===== src/rtl/adc_seq_pkg.sv =====
package adc_seq_pkg;
   // Control word bit positions (software-visible layout)
   localparam int unsigned CW_EN   = 0;
   localparam int unsigned CW_GO   = 1;
   localparam int unsigned CW_SYNC = 2;
   localparam int unsigned CW_CHAN = 3;

   typedef enum logic [2:0] {
      PH_OFF  = 3'd0,
      PH_REF  = 3'd1,
      PH_RDY  = 3'd2,
      PH_SEL  = 3'd3,
      PH_WAIT = 3'd4,
      PH_CONV = 3'd5
   } phase_t;
endpackage


===== src/rtl/adc_ctrl_reg.sv =====
module adc_ctrl_reg
   import adc_seq_pkg::*;
#(
   parameter int unsigned CH_W = 3
) (
   input  logic              clk,
   input  logic              rst_n,
   input  logic              wr_en,
   input  logic [CH_W+2:0]   wr_data,
   output logic              cmd_on,
   output logic              cmd_off,
   output logic              cmd_go,
   output logic              sync_en_q,
   output logic [CH_W-1:0]   chan_q
);
   always_comb begin
      cmd_on  = wr_en &  wr_data[CW_EN];
      cmd_off = wr_en & ~wr_data[CW_EN];
      cmd_go  = wr_en &  wr_data[CW_EN] & wr_data[CW_GO];
   end

   always_ff @(posedge clk) begin
      if (!rst_n) begin
         sync_en_q <= 1'b0;
         chan_q    <= '0;
      end else if (wr_en) begin
         sync_en_q <= wr_data[CW_SYNC];
         chan_q    <= wr_data[CW_CHAN +: CH_W];
      end
   end
endmodule


===== src/rtl/adc_phase_seq.sv =====
module adc_phase_seq
   import adc_seq_pkg::*;
#(
   parameter int unsigned REF_CYC   = 250,
   parameter int unsigned SEL_CYC   = 51,
   parameter int unsigned CONV_CYC  = 102,
   parameter int unsigned SYNC_EDGE = 0
) (
   input  logic clk,
   input  logic rst_n,
   input  logic cmd_on,
   input  logic cmd_off,
   input  logic cmd_go,
   input  logic sync_en,
   input  logic sync_in,
   output logic busy,
   output logic smp_go,
   output logic conv_done,
   output logic clr_valid
);
   localparam int unsigned MAX_A  = (REF_CYC > SEL_CYC) ? REF_CYC : SEL_CYC;
   localparam int unsigned MAX_C  = (MAX_A > CONV_CYC) ? MAX_A : CONV_CYC;
   localparam int unsigned CNT_W  = $clog2(MAX_C + 1);
   localparam logic [CNT_W-1:0] REF_LD  = CNT_W'(REF_CYC - 1);
   localparam logic [CNT_W-1:0] SEL_LD  = CNT_W'(SEL_CYC - 1);
   localparam logic [CNT_W-1:0] CONV_LD = CNT_W'(CONV_CYC - 1);

   phase_t           ph, ph_n;
   logic [CNT_W-1:0] cnt, cnt_n;
   logic             pend, pend_n;
   logic             sync_hit;

   generate
      if (SYNC_EDGE != 0) begin : g_sync_edge
         logic sync_d;
         always_ff @(posedge clk) begin
            if (!rst_n) sync_d <= 1'b0;
            else        sync_d <= sync_in;
         end
         assign sync_hit = sync_in & ~sync_d;
      end else begin : g_sync_level
         assign sync_hit = sync_in;
      end
   endgenerate

   always_comb begin
      ph_n      = ph;
      cnt_n     = (cnt != '0) ? cnt - 1'b1 : cnt;
      pend_n    = pend;
      smp_go    = 1'b0;
      conv_done = 1'b0;
      if (ph == PH_OFF) begin
         if (cmd_on) begin
            ph_n   = PH_REF;
            cnt_n  = REF_LD;
            pend_n = cmd_go;
         end
      end else if (cmd_off) begin
         ph_n   = PH_OFF;
         cnt_n  = '0;
         pend_n = 1'b0;
      end else begin
         unique case (ph)
            PH_REF: begin
               if (cnt == '0) begin
                  if (pend | cmd_go) begin
                     ph_n   = PH_SEL;
                     cnt_n  = SEL_LD;
                     pend_n = 1'b0;
                  end else begin
                     ph_n = PH_RDY;
                  end
               end else if (cmd_go) begin
                  pend_n = 1'b1;
               end
            end
            PH_RDY: begin
               if (cmd_go) begin
                  ph_n  = PH_SEL;
                  cnt_n = SEL_LD;
               end
            end
            PH_SEL: begin
               if (cmd_go) begin
                  cnt_n = SEL_LD;
               end else if (cnt == '0) begin
                  if (sync_en) begin
                     ph_n = PH_WAIT;
                  end else begin
                     ph_n   = PH_CONV;
                     cnt_n  = CONV_LD;
                     smp_go = 1'b1;
                  end
               end
            end
            PH_WAIT: begin
               if (cmd_go) begin
                  ph_n  = PH_SEL;
                  cnt_n = SEL_LD;
               end else if (sync_hit) begin
                  ph_n   = PH_CONV;
                  cnt_n  = CONV_LD;
                  smp_go = 1'b1;
               end
            end
            PH_CONV: begin
               if (cmd_go) begin
                  ph_n  = PH_SEL;
                  cnt_n = SEL_LD;
               end else if (cnt == '0) begin
                  ph_n      = PH_RDY;
                  conv_done = 1'b1;
               end
            end
            default: ph_n = PH_OFF;
         endcase
      end
   end

   always_ff @(posedge clk) begin
      if (!rst_n) begin
         ph   <= PH_OFF;
         cnt  <= '0;
         pend <= 1'b0;
      end else begin
         ph   <= ph_n;
         cnt  <= cnt_n;
         pend <= pend_n;
      end
   end

   assign clr_valid = cmd_off | cmd_go;
   assign busy      = (ph == PH_SEL) | (ph == PH_WAIT) | (ph == PH_CONV);
endmodule


===== src/rtl/adc_conv_model.sv =====
module adc_conv_model #(
   parameter int unsigned DATA_W = 10
) (
   input  logic              clk,
   input  logic              rst_n,
   input  logic [DATA_W-1:0] ana_in,
   input  logic              smp_go,
   input  logic              conv_done,
   input  logic              clr_valid,
   output logic [DATA_W-1:0] result,
   output logic              result_valid,
   output logic              done_irq
);
   logic [DATA_W-1:0] held;

   always_ff @(posedge clk) begin
      if (!rst_n) begin
         held         <= '0;
         result       <= '0;
         result_valid <= 1'b0;
         done_irq     <= 1'b0;
      end else begin
         if (smp_go) held <= ana_in;
         if (conv_done) begin
            result       <= held;
            result_valid <= 1'b1;
         end else if (clr_valid) begin
            result_valid <= 1'b0;
         end
         done_irq <= conv_done;
      end
   end
endmodule


===== src/rtl/adc_seq.sv =====
module adc_seq #(
   parameter int unsigned DATA_W    = 10,
   parameter int unsigned CH_W      = 3,
   parameter int unsigned REF_CYC   = 250,
   parameter int unsigned SEL_CYC   = 51,
   parameter int unsigned CONV_CYC  = 102,
   parameter int unsigned SYNC_EDGE = 0
) (
   input  logic              clk,
   input  logic              rst_n,
   input  logic              wr_en,
   input  logic [CH_W+2:0]   wr_data,
   input  logic              sync_in,
   input  logic [DATA_W-1:0] ana_in,
   output logic [CH_W-1:0]   mux_sel,
   output logic              busy,
   output logic [DATA_W-1:0] result,
   output logic              result_valid,
   output logic              done_irq
);
   generate
      if (DATA_W < 1 || CH_W < 1) begin : g_bad_width
         $error("adc_seq: DATA_W and CH_W must be at least 1");
      end
      if (REF_CYC < 1 || SEL_CYC < 1 || CONV_CYC < 1) begin : g_bad_timing
         $error("adc_seq: every phase needs at least one cycle");
      end
      if (SYNC_EDGE > 1) begin : g_bad_sync
         $error("adc_seq: SYNC_EDGE must be 0 or 1");
      end
   endgenerate

   logic cmd_on, cmd_off, cmd_go, sync_en_q;
   logic smp_go, conv_done, clr_valid;

   adc_ctrl_reg #(.CH_W(CH_W)) u_ctrl (
      .clk       (clk),
      .rst_n     (rst_n),
      .wr_en     (wr_en),
      .wr_data   (wr_data),
      .cmd_on    (cmd_on),
      .cmd_off   (cmd_off),
      .cmd_go    (cmd_go),
      .sync_en_q (sync_en_q),
      .chan_q    (mux_sel)
   );

   adc_phase_seq #(
      .REF_CYC   (REF_CYC),
      .SEL_CYC   (SEL_CYC),
      .CONV_CYC  (CONV_CYC),
      .SYNC_EDGE (SYNC_EDGE)
   ) u_seq (
      .clk       (clk),
      .rst_n     (rst_n),
      .cmd_on    (cmd_on),
      .cmd_off   (cmd_off),
      .cmd_go    (cmd_go),
      .sync_en   (sync_en_q),
      .sync_in   (sync_in),
      .busy      (busy),
      .smp_go    (smp_go),
      .conv_done (conv_done),
      .clr_valid (clr_valid)
   );

   adc_conv_model #(.DATA_W(DATA_W)) u_conv (
      .clk          (clk),
      .rst_n        (rst_n),
      .ana_in       (ana_in),
      .smp_go       (smp_go),
      .conv_done    (conv_done),
      .clr_valid    (clr_valid),
      .result       (result),
      .result_valid (result_valid),
      .done_irq     (done_irq)
   );
endmodule


===== config.mk =====
export PLATFORM = sky130hd
export DESIGN_NAME = adc_seq
export DESIGN_NICKNAME = d
export VERILOG_FILES = /design/src/rtl/adc_seq_pkg.sv /design/src/rtl/adc_ctrl_reg.sv /design/src/rtl/adc_phase_seq.sv /design/src/rtl/adc_conv_model.sv /design/src/rtl/adc_seq.sv
export SDC_FILE = /design/constraint.sdc
export NUM_CORES = 1
export LEC_CHECK = 0
export ABC_AREA = 0
export CAP_MARGIN = 20
export CORE_MARGIN = 1.5
export CORE_UTILIZATION = 53
export DETAILED_ROUTE_END_ITERATION = 10
export GPL_TIMING_DRIVEN = 0
export HOLD_SLACK_MARGIN = 0.02
export PLACE_DENSITY = 0.83
export SLEW_MARGIN = 25
export SYNTH_ARGS = -nofsm -noshare
export SYNTH_HDL_FRONTEND = slang
export SYNTH_HIERARCHICAL = 1
export SYNTH_SLANG_ARGS = --single-unit

===== constraint.sdc =====
create_clock -name clk -period 2.8 [get_ports clk]
set_clock_uncertainty 0.05 [all_clocks]
set_input_delay 0.56 -clock clk [delete_from_list [all_inputs] [get_ports clk]]
set_output_delay 0.56 -clock clk [all_outputs]
set_load 0.1 [all_outputs]

; Word-level counts from Yosys, hierarchy flattened
; Index checks and enable logic that the tools add are counted.
[word_totals]
regBits = 38
inputBits = 20
[op_classes]
addsub = 1
eq_ne = 13
mux = 49
bitwise = 8
n_reduce_logical = 9
[op_table]
columns = operator, count
row1 = $mux W8, 12
row2 = $mux W3, 11
row3 = $pmux W8 S4, 1
row4 = $mux W1, 23
row5 = $ne A4 B1 Y1 const B, 4
row6 = $pmux W3 S5, 1
row7 = $logic_not A8 Y1, 1
row8 = $reduce_bool A8 Y1, 1
row9 = $sub A8 B1 Y8 const B, 1
row10 = $reduce_and A7 Y1, 1
row11 = $eq A3 B2 Y1 const B, 2
row12 = $eq A3 B3 Y1 const B, 2
row13 = $ne A5 B1 Y1 const B, 1
row14 = $ne A5 B2 Y1 const B, 1
row15 = $ne A4 B3 Y1 const B, 1
row16 = $or A1 B1 Y1, 4
row17 = $reduce_and A4 Y1, 1
row18 = $reduce_bool A4 Y1, 1
row19 = $and A1 B1 Y1, 3
row20 = $eq A3 B1 Y1 const B, 1
row21 = $logic_not A3 Y1, 1
row22 = $reduce_bool A3 Y1, 1
row23 = $ne A2 B2 Y1 const B, 1
row24 = $pmux W1 S2, 1
row25 = other kinds (3), 3

; Logic depth before layout (Yosys ltp)
[logic_depth]
ltp_word = 8
mapped_depth = 10
mapped_depth_nobuf = 8

; Cells and area by module
; The synthesis kept the hierarchy.
[by_module_without_submodules]
columns = mod, n_inst, cells_per_inst, area_each_um2
row1 = adc_phase_seq, 1, 186, 1237.4
row2 = adc_conv_model, 1, 69, 813.3
row3 = adc_ctrl_reg, 1, 16, 175.2

; Worst setup path after synthesis
; OpenSTA, ideal clock, no wires.
[synth_timing]
kind = flip-flop to flip-flop
from = register u_seq.cnt[2]
to = register u_conv.result[0]
arrival_ns = 2.375
t_required_ns = 2.630
slack_ns = 0.256
stages_incl_launch_ff = 9
path_buffers = 3
cell_sequence = dfxtp_1 or4_4 or3_1 buf_6 buf_4 nor3_1 buf_6 mux2i_1 nor2b_1
[synth_via]
elab_chain_len = 6
[synth_rtl]
columns = item, line
row1 = "start, declared", adc_phase_seq.sv:29  ; logic [CNT_W-1:0] cnt, cnt_n;
row2 = "start signal, assigned", adc_phase_seq.sv:127  ; cnt <= cnt_n;
row3 = $logic_not A8 Y1, adc_phase_seq.sv:110  ; end else if (cnt == '0) begin
row4 = $mux W1, adc_phase_seq.sv:110
row5 = $mux W1, adc_phase_seq.sv:107  ; if (cmd_go) begin
row6 = $mux W1, adc_phase_seq.sv:63  ; unique case (ph)
row7 = $mux W1, adc_phase_seq.sv:58  ; end else if (cmd_off) begin
row8 = $mux W1, adc_phase_seq.sv:52  ; if (ph == PH_OFF) begin
row9 = named net conv_done, adc_seq.sv:34  ; logic smp_go, conv_done, clr_valid;
row10 = "end signal, assigned", adc_conv_model.sv:25  ; result <= held;
row11 = "end, declared", adc_conv_model.sv:10  ; output logic [DATA_W-1:0] result,
; The timed path passes the listed nets, and every way through them passes these cells.
; A chain may end at the register's enable or synchronous reset.

; Worst setup path in the final report
[layout_timing]
from = register u_seq.ph[0]
to = output busy
[layout_via]
elab_chain_len = 3
elab_cells_between_ends = 5
classes_between = eq/ne (3) / bitwise (2)
[layout_rtl]
columns = item, line
row1 = "start, declared", adc_phase_seq.sv:28  ; phase_t ph, ph_n;
row2 = "start signal, assigned", adc_phase_seq.sv:126  ; ph <= ph_n;
row3 = $eq A3 B2 Y1 or $eq A3 B3 Y1 (tied branches), adc_phase_seq.sv:133  ; assign busy = (ph == PH_SEL) | (ph == PH_WAIT) | (ph == PH_CONV);
row4 = $or A1 B1 Y1, adc_phase_seq.sv:133
row5 = $or A1 B1 Y1 *, adc_phase_seq.sv:133
row6 = "end, declared", adc_seq.sv:16  ; output logic busy,
; Every way passes the cells marked *; elsewhere a longest branch is shown, timed or not.

==> metrics.txt <==
Tmin final 2690 ps; vias post-DR between 2000 and 2500; Worst R2R Setup Slack around 150 ps; Die W 67.8 um; Hold Violations, Final 0; die height approximately 68 um; most common cell after layout, fill and taps aside dfxtp_1; total power density per cell area between 700 and 800 nW/um^2; Crit. End Element output pin; TritonCTS Buffers 5; P_int around 1.3 mW; Yosys cell types 50; Setup crit start kind flip-flop; unrepaired setup endpoints after global routing false; CP max stage delay between 300 and 400 ps; met3 GRT Util 4.50%; global routing's busiest layer met2; Mapped Nets just under 300; peak supply drop between 0.4 and 0.5 mV; worst reg-to-reg path cell count 8; Syn-to-layout area delta 23.4%; area of the die 4600 um^2; Synth Cell Area approximately 2200 um^2; WL per Instance ~16 um; GP Congestion between 1 and 1.5; Max Clk Rate roughly 0.37 GHz; FF+latch count, synth 38; switching share of total power between 30% and 40%; hold endpoint u_conv/held[0]; Antenna Nets Post-Route 0; status complete, no violations; Avg Cell Area, Syn ~8.2 um^2; crit path cell chain clkbuf_1, clkinvlp_4, or2_2, nand2_1, clkbuf_4; Clock Tree Buf Depth 2; Pre-antenna DRT Iters 5; Rel. slew slack 34.6%; Crit Path Class reg -> out; Hold Path Cell Cnt 2; buffers and inverters on the worst path 3; Num Clock Sinks 38; Critical-path top delay cell or2_2; Flop pwr share around a third; largest net degree at the start of global routing 12; post-CTS setup repair buffer count 0; Slew @ Worst Pin 978 ps; Slew Viols, Final 0; CP required ~2200 ps; Post-synth top flop dfxtp_1; FF-to-FF End u_conv/result[3]; met1 Use GR between 30% and 40%; share of cells above drive strength 1 approximately 7.7%; Synth Warn # 6; clock power share between 20% and 30%; clock latency on the worst-skew pair 290 ps; CTS H-tree lvls 2; Arr. time, crit path about 2100 ps; Setup Viol. Count Final 0; crit-path leading delay family buffers and inverters; first-pass GRT wire length 9.16 mm; Antenna Cells 0; worst min path class reg -> reg; final instance area 2750 um^2; Post-synth EDFFs 0; Max-cap violations 0; Initial Util between 50% and 60%; Reg-to-Reg Start u_seq/cnt[2]; GRT overflow 0; number of global-route vias before repair around 1900; initial antenna violation count 0; net switching power roughly 770 uW; most frequent cells in the layout dfxtp_1 (38), clkdlybuf4s50_1 (33), nor2b_1 (29); async set-reset flop share out of synthesis 0%; Place WS -333 ps; Hold-fix buffers, CTS 0; CTS clk-pin slew, worst paths 70 ps; Comb pwr share between 40% and 50%; Nets around 330; clock root buffer clkbuf_8; Seq/Total Area, Yosys around 34%; GRT Total Usage 26.6%; met2 Resource Use GR a little over two fifths; CTS tree yes; Std-Cell Rows 23; I/O pin count 36; DRC violations left 0; Post-Syn Instances 271; Worst Min Path Start u_conv/held[0]; CP max FO 10; leakage power just under 1 nW; DR iter-0 viols ~160; HPWL after detailed placement 4.15 mm; fin crit share between 90% and 100%; Cell Area, Placed approximately 2600 um^2; Port Buffers 34; Via density 5.86; Core Area between 4000 and 5000 um^2; PnR worst setup slack 114 ps; Routed WL ~5.7 mm
## synthesized netlist by cell type, drive strengths merged, types with 2 or more instances
cell type / n / area (um^2)
a211oi: 3 / 32.5
a21boi: 4 / 30.0
a21oi: 20 / 100
a31oi: 3 / 18.8
and2: 2 / 13.8
and3: 2 / 12.5
buf: 7 / 56.3
clkbuf: 12 / 45.0
clkinv: 2 / 7.51
dfxtp: 38 / 761
ha: 2 / 25.0
inv: 5 / 18.8
mux2i: 27 / 283
nand2: 27 / 101
nand2b: 4 / 25.0
nand3: 3 / 15.0
nand4: 2 / 12.5
nor2: 18 / 67.6
nor2b: 29 / 181
nor3: 7 / 35.0
nor3b: 2 / 20.0
nor4: 2 / 12.5
o211ai: 2 / 15.0
o21a: 2 / 15.0
o21ai: 19 / 98.9
o22ai: 3 / 18.8
o31ai: 3 / 22.5
o32ai: 3 / 26.3
or3: 2 / 12.5
or4: 3 / 26.3
xor2: 2 / 17.5
## worst min-delay path, stage by stage (launching register included)
cell and delay, ps:
dfxtp_1 310, mux2i_1 120, nor2b_1 50
## metal layers
metal,wire [um],part of all wire [%],up-vias
li1,-,-,1038
met5,0,0,-
met2,2630,46,107
met4,113,2.0,0
met3,422,7.4,14
met1,2530,44,962
## logic make-up after synthesis
kind of cell    Yosys count  synth area share (%)
compound gates           68                  19.3
fa+ha+maj                 2                  1.12
buf+inv                  26                  5.73
simple gates            107                  25.8
mux                      27                  12.7
flops                    38                  34.2
xor+xnor                  3                  1.18
## worst max path at each step
| stage | start | endpoint | slack [ps] | cells after the start |
|---|---|---|---|---|
| after floorplan | u_seq/cnt[2] | u_conv/result[0] | 260 | 8 |
| after global placement | u_seq/ph[0] | busy | -370 | 5 |
| after detailed placement | u_seq/ph[0] | busy | -330 | 5 |
| after CTS | u_seq/ph[0] | busy | 60 | 5 |
| after global routing | u_seq/ph[0] | busy | 20 | 5 |
| final | u_seq/ph[0] | busy | 110 | 5 |
## sequential cells by signal, indices dropped and copies added (netlist names)
| signal | cells |
|---|---|
| u_conv/result_valid | 1 |
| u_conv/done_irq | 1 |
| u_conv/result | 10 |
| u_ctrl/chan_q | 3 |
| u_seq/cnt | 8 |
| u_ctrl/sync_en_q | 1 |
| u_seq/pend | 1 |
| u_seq/ph | 3 |
| u_conv/held | 10 |
## layout make-up
cell class              count  area (um^2)
clock buffers               6         82.6
flip-flops and latches     38          761
clock inverters             1         30.0
fillers                   338         1280
plain buffers              19          101
inverters                   7         30.0
multi-input cells         207         1340
repair buffers             34          338
well taps                  50         62.6
## what timing repair did
item,CTS,global route
endpoints found under the setup margin,2,1
resized for setup,6,2
gates cloned,0,0
## power groups by stage
stage          Sequential, mW  Clock [mW]  Combinational (mW)
2_1_floorplan           0.679           0               0.663
3_3_place_gp            0.678           0               0.840
3_5_place_dp            0.680           0               0.866
4_1_cts                 0.667       0.474               0.874
5_1_grt                 0.674       0.498               0.968
6_report                0.670       0.470               0.887
## stage by stage
| step | std cells | utilization [%] | hold slack [ps] | total power, mW | TNS (ps) |
|---|---|---|---|---|---|
| 3_5_place_dp | 355 | 65.2 | 459 | 1.55 | -624 |
| 3_3_place_gp | 355 | 65.2 | 445 | 1.52 | -395 |
| 2_1_floorplan | 271 | - | 432 | 1.34 | 0 |
| 4_1_cts | 362 | 68.0 | 475 | 2.02 | 0 |
| 6_report | 362 | 68.2 | 477 | 2.03 | 0 |
| 5_1_grt | 362 | 68.2 | 496 | 2.14 | 0 |
Power figures use the tool's default switching activity.
